`src/rtl/kbd_gpio_pkg.sv`:
```
`timescale 1ns/1ps
package kbd_gpio_pkg;
  localparam int ADR_PORT = 0;
  localparam int ADR_DIR  = 1;
  localparam int ADR_KCTL = 2;
  localparam int ADR_OPT  = 3;
  localparam int OPT_MUX    = 0;
  localparam int OPT_CLRALL = 1;
endpackage

```
`src/rtl/kbd_sync.sv`:
```
`timescale 1ns/1ps
module kbd_sync #(
  parameter int W = 8,
  parameter logic [W-1:0] IDLE = '1
) (
  input  logic         clk,
  input  logic         rst,
  input  logic [W-1:0] raw,
  output logic [W-1:0] cur,
  output logic [W-1:0] prev
);
  logic [W-1:0] meta_q;
  always_ff @(posedge clk) begin
    if (rst) begin
      meta_q <= IDLE;
      cur    <= IDLE;
      prev   <= IDLE;
    end else begin
      meta_q <= raw;
      cur    <= meta_q;
      prev   <= cur;
    end
  end
endmodule

```
`src/rtl/kbd_edge_detect.sv`:
```
`timescale 1ns/1ps
module kbd_edge_detect #(
  parameter int W = 8
) (
  input  logic [W-1:0] cur,
  input  logic [W-1:0] prev,
  input  logic [W-1:0] rise_sel,
  input  logic [W-1:0] is_out,
  output logic [W-1:0] hit
);
  for (genvar i = 0; i < W; i++) begin : g_pin
    logic rise, fall;
    assign rise   = cur[i] & ~prev[i];
    assign fall   = ~cur[i] & prev[i];
    assign hit[i] = ~is_out[i] & (rise_sel[i] ? rise : fall);
  end
endmodule

```
`src/rtl/kbd_status.sv`:
```
`timescale 1ns/1ps
module kbd_status #(
  parameter int W = 8
) (
  input  logic         clk,
  input  logic         rst,
  input  logic [W-1:0] set_vec,
  input  logic [W-1:0] clr_vec,
  output logic [W-1:0] stat_q,
  output logic         any_flag
);
  always_ff @(posedge clk) begin
    if (rst) stat_q <= '0;
    else     stat_q <= (stat_q & ~clr_vec) | set_vec;
  end
  assign any_flag = |stat_q;
endmodule

```
`src/rtl/kbd_gpio_port.sv`:
```
`timescale 1ns/1ps
module kbd_gpio_port
  import kbd_gpio_pkg::*;
#(
  parameter int W      = 8,
  parameter int N_PROG = 6,
  parameter int AW     = 2
) (
  input  logic          clk,
  input  logic          rst,
  input  logic [AW-1:0] bus_addr,
  input  logic [W-1:0]  bus_wdata,
  input  logic          bus_we,
  output logic [W-1:0]  bus_rdata,
  input  logic [W-1:0]  pin_in,
  output logic [W-1:0]  pin_out,
  output logic [W-1:0]  pin_oe,
  output logic [W-1:0]  pull_en,
  input  logic          irq_mask,
  output logic          irq_req
);
  localparam int IE_BIT = W - 1;

  logic [W-1:0]      data_q, ddr_q;
  logic [N_PROG-1:0] edg_q;
  logic              ie_q, mux_q;
  logic [W-1:0]      cur, prev, rise_sel, hit, stat_q, clr_vec;
  logic              any_flag;
  logic              wr_port, wr_dir, wr_kctl, wr_opt, clear_all;

  assign wr_port   = bus_we && (bus_addr == AW'(ADR_PORT));
  assign wr_dir    = bus_we && (bus_addr == AW'(ADR_DIR));
  assign wr_kctl   = bus_we && (bus_addr == AW'(ADR_KCTL));
  assign wr_opt    = bus_we && (bus_addr == AW'(ADR_OPT));
  assign clear_all = wr_opt && bus_wdata[OPT_CLRALL];

  // Data register: deliberately not reset
  always_ff @(posedge clk) begin
    if (wr_port && !mux_q) data_q <= bus_wdata;
  end

  always_ff @(posedge clk) begin
    if (rst) begin
      ddr_q <= '0;
      edg_q <= '0;
      ie_q  <= 1'b0;
      mux_q <= 1'b0;
    end else begin
      if (wr_dir) ddr_q <= bus_wdata;
      if (wr_kctl) begin
        edg_q <= bus_wdata[N_PROG-1:0];
        ie_q  <= bus_wdata[IE_BIT];
      end
      if (wr_opt) mux_q <= bus_wdata[OPT_MUX];
    end
  end

  for (genvar i = 0; i < W; i++) begin : g_sel
    if (i < N_PROG) begin : g_prog
      assign rise_sel[i] = edg_q[i];
    end else begin : g_fixed
      assign rise_sel[i] = 1'b0;
    end
  end

  kbd_sync #(.W(W), .IDLE('1)) u_sync (
    .clk(clk), .rst(rst), .raw(pin_in), .cur(cur), .prev(prev)
  );

  kbd_edge_detect #(.W(W)) u_edge (
    .cur(cur), .prev(prev), .rise_sel(rise_sel), .is_out(ddr_q), .hit(hit)
  );

  always_comb begin
    if (clear_all)              clr_vec = '1;
    else if (wr_port && mux_q)  clr_vec = bus_wdata;
    else                        clr_vec = '0;
  end

  kbd_status #(.W(W)) u_stat (
    .clk(clk), .rst(rst), .set_vec(hit), .clr_vec(clr_vec),
    .stat_q(stat_q), .any_flag(any_flag)
  );

  logic [W-1:0] rd_mux;
  always_comb begin
    rd_mux = '0;
    unique case (bus_addr)
      AW'(ADR_PORT): rd_mux = mux_q ? stat_q : ((ddr_q & data_q) | (~ddr_q & cur));
      AW'(ADR_DIR):  rd_mux = ddr_q;
      AW'(ADR_KCTL): begin
        rd_mux[N_PROG-1:0] = edg_q;
        rd_mux[IE_BIT]     = ie_q;
      end
      default:       rd_mux[OPT_MUX] = mux_q;
    endcase
  end

  always_ff @(posedge clk) begin
    if (rst) begin
      bus_rdata <= '0;
      irq_req   <= 1'b0;
    end else begin
      bus_rdata <= rd_mux;
      irq_req   <= any_flag && ie_q && !irq_mask;
    end
  end

  assign pin_out = data_q;
  assign pin_oe  = ddr_q;
  assign pull_en = ~ddr_q & ~rise_sel;
endmodule

```
`config.mk`:
```
export PLATFORM = sky130hd
export DESIGN_NAME = kbd_gpio_port
export DESIGN_NICKNAME = d
export VERILOG_FILES = /design/src/rtl/kbd_gpio_pkg.sv /design/src/rtl/kbd_sync.sv /design/src/rtl/kbd_edge_detect.sv /design/src/rtl/kbd_status.sv /design/src/rtl/kbd_gpio_port.sv
export SDC_FILE = /design/constraint.sdc
export NUM_CORES = 1
export LEC_CHECK = 0
export CAP_MARGIN = 10
export CELL_PAD_IN_SITES_DETAIL_PLACEMENT = 0
export CELL_PAD_IN_SITES_GLOBAL_PLACEMENT = 1
export CORE_MARGIN = 4
export CORE_UTILIZATION = 41
export CTS_BUF_LIST = sky130_fd_sc_hd__clkbuf_16
export DETAILED_ROUTE_END_ITERATION = 8
export HOLD_SLACK_MARGIN = 0.05
export PLACE_DENSITY = 0.85
export SYNTH_ARGS = -nofsm -noshare
export SYNTH_HDL_FRONTEND = slang
export SYNTH_SLANG_ARGS = --single-unit
```
`constraint.sdc`:
```
create_clock -name clk -period 6.34 [get_ports clk]
set_input_delay 1.268 -clock clk [delete_from_list [all_inputs] [get_ports clk]]
set_output_delay 1.268 -clock clk [all_outputs]
set_load 0.05 [all_outputs]
```
* Word-level counts from Yosys, hierarchy flattened
Index checks and enable logic that the tools add are counted.
Cells by class: reductions and logical operators 13, bitwise operators 53, eq/ne operators 3, muxes and demuxes 13
Operators by type and width (count):
- $and 8x8->8 | 4
- $mux 8 | 3
- $and 1x1->1 | 22
- $not 1->1 | 22
- $not 8->8 | 2
- $or 8x8->8 | 2
- $pmux 5 s3 | 1
- $logic_and 1x1->1 | 9
- $not 6->8 | 1
- $reduce_or 8->1 | 1
- $mux 1 | 6
- $pmux 1 s3 | 2
- $eq 2x2->1 const B | 2
- $eq 2x1->1 const B | 1
- $logic_not 1->1 | 2
- $logic_not 2->1 | 1
- $pmux 1 s2 | 1
Storage, ports and cells: output and inout bits 33, bits of input ports 22, flip-flop bits (word level) 65, word-level logic and storage cells 93

* Depth between registers and ports, before layout
Gate-level depths: netlist of the first run.
depth in word-level cells 8, depth in mapped cells 5, mapped depth without buffers 3

* By module
A second synthesis of the first run with hierarchy kept.
Second synthesis, totals: cell total of the unflattened synthesis 280, area, all modules 2711.4 sq um
Modules (own cells, without submodules):
- kbd_gpio_port | area an instance 1586.5 sq um, cells an instance 170, seq. area each 740.7 sq um, times used 1
- kbd_sync | area an instance 653.1 sq um, cells an instance 50, seq. area each 480.5 sq um, times used 1
- kbd_status | area an instance 301.5 sq um, cells an instance 36, seq. area each 160.2 sq um, times used 1
- kbd_edge_detect | area an instance 170.2 sq um, cells an instance 24, seq. area each 0.0 sq um, times used 1

* Worst setup path before layout of the first run
No wires, ideal clock.
path type input -> register, start input port bus_addr[0], end register data_q[0], in the netlist pin_out[0], enable pin, cell stages on the path 3, slack 3419 ps, buffers on the path 2, data required time 5942 ps, arrival time 2523 ps, setup time 398 ps, cell sequence buf_4 buf_2 nor4b_1
Between the ends: word-level cells in the longest chain between the ends 3
Ends and longest elaborated chain:
- from (decl) | line kbd_gpio_port.sv:11 | input logic [AW-1:0] bus_addr,
- $logic_not 2->1 | line kbd_gpio_port.sv:31 | assign wr_port = bus_we && (bus_addr == AW'(ADR_PORT));
- $logic_and 1x1->1 | line kbd_gpio_port.sv:31
- $logic_and 1x1->1 | line kbd_gpio_port.sv:39 | if (wr_port && !mux_q) data_q <= bus_wdata;
- to (signal assigned) | line kbd_gpio_port.sv:39
- to (decl) | line kbd_gpio_port.sv:24 | logic [W-1:0] data_q, ddr_q;
Every way passes these cells. A chain may end at the register's enable or synchronous reset.

* Worst setup path after layout of the first run
start input port bus_addr[0], end register u_stat.stat_q[4]
Between the ends: word-level cells in the longest chain between the ends 8, elaborated cells between the ends (all ways) 11, classes of those cells eq/ne: 1; mux: 2; bitwise: 3; reduce/logical: 5
Ends and longest elaborated chain:
- $logic_not 2->1 | line kbd_gpio_port.sv:31
- $logic_and 1x1->1 | line kbd_gpio_port.sv:31
- $logic_and 1x1->1 | line kbd_gpio_port.sv:76 | else if (wr_port && mux_q) clr_vec = bus_wdata;
- $mux 8 | line kbd_gpio_port.sv:76
- $mux 8 (*) | line kbd_gpio_port.sv:75 | if (clear_all) clr_vec = '1;
- $not 8->8 (*) | line kbd_status.sv:14 | else stat_q <= (stat_q & ~clr_vec) | set_vec;
- $and 8x8->8 (*) | line kbd_status.sv:14
- $or 8x8->8 (*) | line kbd_status.sv:14
- to (signal assigned) | line kbd_status.sv:14
- to (decl) | line kbd_status.sv:9 | output logic [W-1:0] stat_q,
Every way passes the cells marked *; elsewhere a longest branch is shown, timed or not.

==> metrics.txt, run 1 <==
Mapped Cells=244; via count=1985; FF-to-FF End=pin_out[7]; initial antenna violation count=0; fmax=0.3195 GHz; Final nets=321; non-filler instance count after layout=379; TritonCTS buffer count=9; worst r2r src=mux_q; Post-CTS Hold Buffers=0; hold_ws=404.5 ps; Layout Skew=6.696 ps; # diodes=0; clk sinks=65; 1st-iter DRT viols=163; leading area contributor after synthesis=dfxtp_1; Die Wd=85.70 um; Pwr Density=293.7 nW/um2; WL per Instance=15.63 um; most frequent cells in the layout=dfxtp_1, clkdlybuf4s50_1, nor2_1, or2_2, nand2_1; setup violators final=0; leakage=1.277 nW; Post-synth EDFFs=8; die area=7344 um2; Sum Neg Setup Slack=0 ps; critical path peak fanout=22; CTS clk-pin slew, worst paths=50 ps; post-synthesis sequential area ratio=0.5581; DIE HEIGHT=85.70 um; Slew @ Worst Pin=983.3 ps; Max-cap violations=0; critical path class=primary input to register; DRC errors left=0; DR vias/cell=5.237; Setup Buffers After CTS=0; most used flip-flop cell after synthesis=dfxtp_1; area occupied by multi-input gates=1025 um2; R2R Setup Slk=4560 ps; type of origin of the critical path=primary input; CP Data Required Time=6600 ps; first-pass GRT wire length=9487 um; Final Core Density=0.5659; drt pass-1 iters=4; asr flop ratio synth=0; largest net degree at the start of global routing=31; synthesis-to-layout area growth=34.58%; synthesized area per cell=10.14 um2; VDD IR max=0.0001862 V; Synth cell types=36; synthesized flop and latch total=65; DP Area=3074 um2; Layout fillers=529; worst hold path startpoint=u_sync.meta_q[1]; # rows=28; Final Max Tran Viols=0; largest cells by area after synthesis=dfxtp_1, edfxtp_1, mux2i_1; Root Driver=clkbuf_16; HPWL after DPL=3958 um; placed insts=363; Setup crit end kind=register; status=complete, no violations; number of global-route vias before repair=1884; gr usage total=0.1685; Starting Density=0.4205; clk_lat worst skew=320 ps; # port buffers=54; Max-slew headroom=0.3358; WHS Endpoint=u_sync.cur[1]; Final Wtd Congestion=0.7593; top cell type's share of synthesized area=0.4611; io pins=55; share of layout cells above drive strength 1=0.1480; CTS tree=done; core outline area=5886 um2; gr ovfl total=0; period utilization=0.4936; hold depth=1; commonest non-fill, non-tap cell in the layout=dfxtp_1; Hold Violations, Final=0; Design Area, Final=3331 um2; total wire length=5925 um; Final Critical Period=3130 ps; YS warnings=0; Data arrival, critical path=3390 ps; hold crit path type=register to register; Post-CTS Resized=0; register area=1381 um2; mapped cell area=2475 um2; H-tree depth=3; post-route ant nets=0; unrepaired setup endpoints after global routing=false; Reg2Reg Depth=1; clk buf depth=2; Synthesized Nets=266
per-layer routing:
metal,global-route usage,wire [um]
met1,0.2226,2614
met2,0.2599,2783
met3,0.03842,456
met4,0.08201,71
met5,0,0
sequential cells by signal, indices dropped and copies added (netlist names):
| signal | flops |
|---|---|
| bus_rdata | 8 |
| pin_oe | 8 |
| pin_out | 8 |
| u_stat.stat_q | 8 |
| u_sync.cur | 8 |
| u_sync.meta_q | 8 |
| u_sync.prev | 8 |
| edg_q | 6 |
| ie_q | 1 |
| irq_req | 1 |
| mux_q | 1 |
synth_stat cells, drive strengths merged, types with 3 or more instances:
cell type   n
nor3b       5
inv         5
dfxtp      57
o221ai      6
or2        24
nand2b      7
buf         6
nor4b       3
edfxtp      8
a31o        4
a32o        5
o22ai       6
mux2i      16
o21ai       5
a21oi       4
nor4        3
nor2b       3
nor2       32
clkbuf      6
nand2      21
a2111oi     3
report_power, final:
part	total (W)	switching [W]	internal, W
logic	0.000111	0.0000646	0.0000463
registers	0.000447	0.0000128	0.000435
clock network	0.000420	0.000164	0.000256
worst max-delay path by stage:
stage	from	end	slack [ps]
CTS	bus_addr[0]	u_stat.stat_q[2]	3230
global route	bus_addr[0]	pin_out[4]	3080
floorplan	bus_addr[0]	pin_out[0]	3420
global placement	rst	u_stat.stat_q[2]	2920
finish	bus_addr[0]	u_stat.stat_q[4]	3210
detailed placement	bus_addr[0]	pin_out[7]	2920
cell families (layout without fill, tap and decap cells):
logic type	count (synthesis)	in the layout	synth area share
buf+inv	17	77	0.03033
mux	17	17	0.06926
compound gates	40	40	0.1234
flops	65	65	0.5581
simple gates	105	105	0.2189
layout make-up:
type,instances,area share
multi-input combinational,162,0.3077
timing repair buffer,56,0.1668
inverter,5,0.005635
tap,75,0.02817
clock inverter,7,0.009391
sequential,65,0.4147
clock buffer,9,0.06762
through the flow:
step | worst slack [ps] | total power, W
finish | 3210 | 0.0009783
global route | 3080 | 0.001017
global placement | 2915 | 0.0005657
detailed placement | 2916 | 0.0005668
floorplan | 3419 | 0.0005214
CTS | 3231 | 0.0009873
critical path, stage by stage:
cell	delay (ps)
clkdlybuf4s50_1	810
a41oi_1	1020
a32o_1	290
No activity file was read; power rests on OpenSTA's default activity.
==> run 2: changes to the inputs <==
Settings changed: CORE_UTILIZATION 41 to 34, PLACE_DENSITY 0.85 to 0.75.
Clock period 6.34 ns to 2.7 ns, I/O delays scaled along.
==> run 2 against run 1 <==
Effect of this change:
- setup slack got worse by 2700 ps
- clock skew fell by 3.4 ps
- first-iteration DRC count decreased by 21%
- routed wire length rose by 3.3%
- utilization fell by 7.2 points
- critical endpoint is now pin_oe[7]
- highest routed layer unchanged
==> metrics.txt, run 2 (synthesis gave the netlist of run 1 again) <==
Sum Neg Setup Slack=0 ps (unchanged); critical path peak fanout=7 (-68%); hold crit path type=register to register; Setup crit end kind=output pin; area occupied by multi-input gates=1025 um2 (unchanged); DRC errors left=0 (unchanged); Max-cap violations=0 (unchanged); Final nets=331 (+3.1%); DR vias/cell=4.866 (-7.1%); io pins=55 (unchanged); Design Area, Final=3431 um2 (+3.0%); WL per Instance=14.93 um (-4.5%); # port buffers=54 (unchanged); 1st-iter DRT viols=129 (-21%); Final Max Tran Viols=0 (unchanged); share of layout cells above drive strength 1=0.1720 (+0.02395); Die Wd=93.32 um (+8.9%); Starting Density=0.3564 (-0.06410); # diodes=0 (unchanged); crit path buf inv count=1 (unchanged); Slew @ Worst Pin=814.8 ps (-168.5 ps); Post-CTS Hold Buffers=0 (unchanged); core outline area=6944 um2 (+18%); Max-slew headroom=0.4497 (+0.1138); TritonCTS buffer count=9 (unchanged); clk buf depth=2 (unchanged); unrepaired setup endpoints after global routing=false; commonest non-fill, non-tap cell in the layout=dfxtp_1; initial antenna violation count=0 (unchanged); drt pass-1 iters=4 (unchanged); CTS clk-pin slew, worst paths=50 ps (about the same); total wire length=6123 um (+3.3%); Layout fillers=640 (+21%); CP Data Required Time=2160 ps (-4440 ps); Final Critical Period=2165 ps; Data arrival, critical path=1620 ps (-1770 ps); Root Driver=clkbuf_16; # rows=30 (+7.1%); clk_lat worst skew=320 ps (about the same); HPWL after DPL=4337 um (+9.6%); Pwr Density=669.9 nW/um2 (+130%); setup violators final=0 (unchanged); CTS tree=done; critical path class=register to output pin; fmax=0.4620 GHz; synthesis-to-layout area growth=38.62%; DP Area=3176 um2 (+3.3%); crit-path cells=clkdlybuf4s50_1; number of global-route vias before repair=1935 (+2.7%); first-pass GRT wire length=9949 um (+4.9%); gr usage total=0.1509 (-0.01757); leakage=1.322 nW (+3.5%); via count=1995 (+0.50%); Setup Buffers After CTS=0 (unchanged); Top delay family on crit path=buffers and inverters; type of origin of the critical path=register; Final Wtd Congestion=0.7817 (+3.0%); Post-CTS Resized=0 (unchanged); gr ovfl total=0 (unchanged); most frequent cells in the layout=dfxtp_1, clkdlybuf4s50_1, nor2_1, or2_2, nand2_1; register area=1381 um2 (unchanged); H-tree depth=3 (unchanged); post-route ant nets=0 (unchanged); largest net degree at the start of global routing=24 (-23%); Hold Violations, Final=0 (unchanged); Slowest-stage cell, CP=clkdlybuf4s50_1; Max stage delay on crit path=860 ps (-160 ps); VDD IR max=0.0003123 V (+68%); status=complete, no violations; die area=8708 um2 (+19%); period utilization=0.8017; DIE HEIGHT=93.32 um (+8.9%); Layout Skew=3.331 ps (-3.365 ps); clk sinks=65 (unchanged)
## run 2: worst paths after layout
path | from | endpoint | slack [ps] | cells past startpoint
max | pin_oe[7] | pin_oe[7] | 540 | 1
min | u_sync.meta_q[7] | u_sync.cur[7] | 400 | 1
max reg2reg | mux_q | bus_rdata[3] | 1070 | 3
min reg2reg | u_sync.meta_q[7] | u_sync.cur[7] | 400 | 1
## run 2: cell type report
type	count	area share
timing repair buffer	66	0.1838
multi-input combinational	162	0.2987
clock inverter	7	0.008753
clock buffer	9	0.06565
tap	96	0.03501
inverter	5	0.005470
sequential	65	0.4026
## run 2: report_power, final
group | internal (W) | switching [W]
Sequential | 0.00102 | 0.0000298
Clock | 0.000601 | 0.000378
Combinational | 0.000116 | 0.000153
## run 2: metrics by stage
stage / setup slack, ps / power [W] / util / hold WS (ps) / instances
floorplan: 506.7 / 0.001224 / - / 389.5 / 244
global placement: 371.2 / 0.001338 / 0.4573 / 392.5 / 394
detailed placement: 297.1 / 0.001341 / 0.4573 / 394.0 / 394
CTS: 521.8 / 0.002323 / 0.4941 / 405.6 / 410
global route: 459.3 / 0.002398 / 0.4941 / 415.5 / 410
finish: 535.4 / 0.002298 / 0.4941 / 404.5 / 410
## run 2: per-layer routing
layer  part of all wire  up-vias  global-route usage
met5                  0        -                   0
met4              0.014        0             0.05861
met3              0.068       10             0.04264
met2               0.49       56              0.2472
met1               0.43      935              0.1871
li1                   -      994                   -
==> run 3: changes to the inputs <==
Clock period 2.7 ns to 1.8 ns, I/O delays scaled along.
==> run 3 against run 2 <==
Effect of this change:
- largest power group is now the clock network
- highest routed layer unchanged
- sequential share of layout area is 1.3 points lower
- critical path type is now primary input to register
- register-to-register slack worse by 710 ps
- power is 61% higher
- via count is 0.25% higher
- clock power is 74% higher
==> metrics.txt, run 3 (synthesis gave the netlist of run 1 again) <==
status=complete, no violations; number of global-route vias before repair=1976 (+2.1%); Net Switching=0.0009093 W (+62%); commonest non-fill, non-tap cell in the layout=buf_4; DIE HEIGHT=93.32 um (unchanged); Clk network pwr share=0.459 (+0.033); Max-cap violations=0 (unchanged); Root Driver=clkbuf_16; Final Core Density=0.5108 (+0.01676); gr ovfl total=0 (unchanged); 1st-iter DRT viols=67 (-48%); largest net degree at the start of global routing=23 (-4.2%); io pins=55 (unchanged); Final nets=347 (+4.8%); period utilization=0.8684; die area=8708 um2 (unchanged); sequential power share=0.425 (-0.032); initial antenna violation count=0 (unchanged); setup violators final=0 (unchanged); Max-slew headroom=0.7562 (+0.3066); Post-CTS Hold Buffers=0 (unchanged); crit path buf inv count=3 (+2); first-pass GRT wire length=10210 um (+2.6%); most frequent cells in the layout=buf_4, dfxtp_1, nor2_1, or2_2; Max stage delay on crit path=430 ps (-430 ps); DR vias/cell=4.695 (-3.5%); gr usage total=0.1534 (+0.002494); core outline area=6944 um2 (unchanged); hold crit path type=register to register; Pwr Density=1043 nW/um2 (+56%); total wire length=6263 um (+2.3%); crit-path cells=clkdlybuf4s50_1 -> buf_4 -> nor4bb_1 -> buf_4 -> nand2_1 -> a32o_1; Setup crit end kind=register; non-filler instance count after layout=426 (+3.9%); Data arrival, critical path=1780 ps (+160 ps); Die Wd=93.32 um (unchanged); sw frac=0.2459 (+0.001982); Comb power frac=0.116 (about the same); Final Max Tran Viols=0 (unchanged); Reg2Reg Depth=4 (+1); clk sinks=65 (unchanged); Final Wtd Congestion=0.7803 (-0.18%); Hold Violations, Final=0 (unchanged); Top delay family on crit path=buffers and inverters; Starting Density=0.3564 (unchanged); Internal Power=0.002789 W (+61%); via count=2000 (+0.25%); post-route ant nets=0 (unchanged); # port buffers=54 (unchanged); hold depth=1 (unchanged); type of origin of the critical path=primary input; critical path class=primary input to register; drt pass-1 iters=4 (unchanged); DRC errors left=0 (unchanged); placed insts=410 (+4.1%); critical path peak fanout=8 (+1); VDD IR max=0.0004824 V (+54%); Slew @ Worst Pin=356.5 ps (-458.3 ps); Post-CTS Resized=0 (unchanged); unrepaired setup endpoints after global routing=false; share of layout cells above drive strength 1=0.3242 (+0.1523); Slowest-stage cell, CP=clkdlybuf4s50_1; TritonCTS buffer count=9 (unchanged); Final Critical Period=1563 ps; Setup Buffers After CTS=0 (unchanged); synthesis-to-layout area growth=43.33%; CTS clk-pin slew, worst paths=50 ps (about the same); CTS tree=done; clk_lat worst skew=320 ps (about the same); CP most frequent cell=buf_4; cell count along the critical path=6 (+5); clk buf depth=2 (unchanged); HPWL after DPL=4570 um (+5.4%); # rows=30 (unchanged); leakage=1.456 nW (+10%); # diodes=0 (unchanged); Layout Skew=4.147 ps (+0.8160 ps); H-tree depth=3 (unchanged); WL per Instance=14.70 um (-1.6%); CP Data Required Time=2010 ps (-150 ps); fmax=0.6397 GHz
[run 3: power by group through the flow]
| stage | clock (W) | sequential, W | combinational, W |
|---|---|---|---|
| 4_1_cts | 0.00172 | 0.00157 | 0.000433 |
| 2_1_floorplan | 0 | 0.00166 | 0.000173 |
| 3_5_place_dp | 0 | 0.00161 | 0.000432 |
| 3_3_place_gp | 0 | 0.00161 | 0.000428 |
| 6_report | 0.00170 | 0.00157 | 0.000429 |
| 5_1_grt | 0.00182 | 0.00158 | 0.000460 |
[run 3: worst paths after layout]
check	startpoint	slack (ps)	to
min reg2reg	u_sync.meta_q[2]	410	u_sync.cur[2]
max reg2reg	mux_q	360	u_stat.stat_q[0]
max	bus_addr[1]	240	u_stat.stat_q[0]
min	u_sync.meta_q[2]	410	u_sync.cur[2]
[run 3: worst reg2reg max path, stage by stage, from the launching register on]
cell	delay [ps]
dfxtp_1	530
nor4bb_1	270
buf_4	220
nand2_1	60
a32o_1	250
[run 3: area by class of cell]
type,count,area [um2]
clock buffer,9,225.2
clock inverter,7,71.32
fill,639,3397
inverter,5,18.77
multi-input combinational,162,1025
sequential,65,1381
tap,96,120.1
timing repair buffer,82,705.7
[run 3: layer usage]
metal,GRT usage,vias to the layer above,wire (um)
li1,-,1030,-
met1,0.2009,914,2905
met2,0.2418,54,2987
met3,0.04425,2,341
met4,0.05128,0,29
met5,0,-,0
[run 3: through the flow]
stage          worst slack (ps)  setup TNS [ps]  hold slack, ps  total power (W)  cell area [um2]
6_report                  236.8               0           406.1         0.003698             3547
5_1_grt                   99.10               0           417.8         0.003859             3547
4_1_cts                   221.9               0           408.2         0.003730             3547
3_5_place_dp             -109.1           -1806           395.5         0.002037             3251
3_3_place_gp             -100.9           -1401           392.2         0.002033             3251
2_1_floorplan             179.0               0           389.5         0.001837             2481
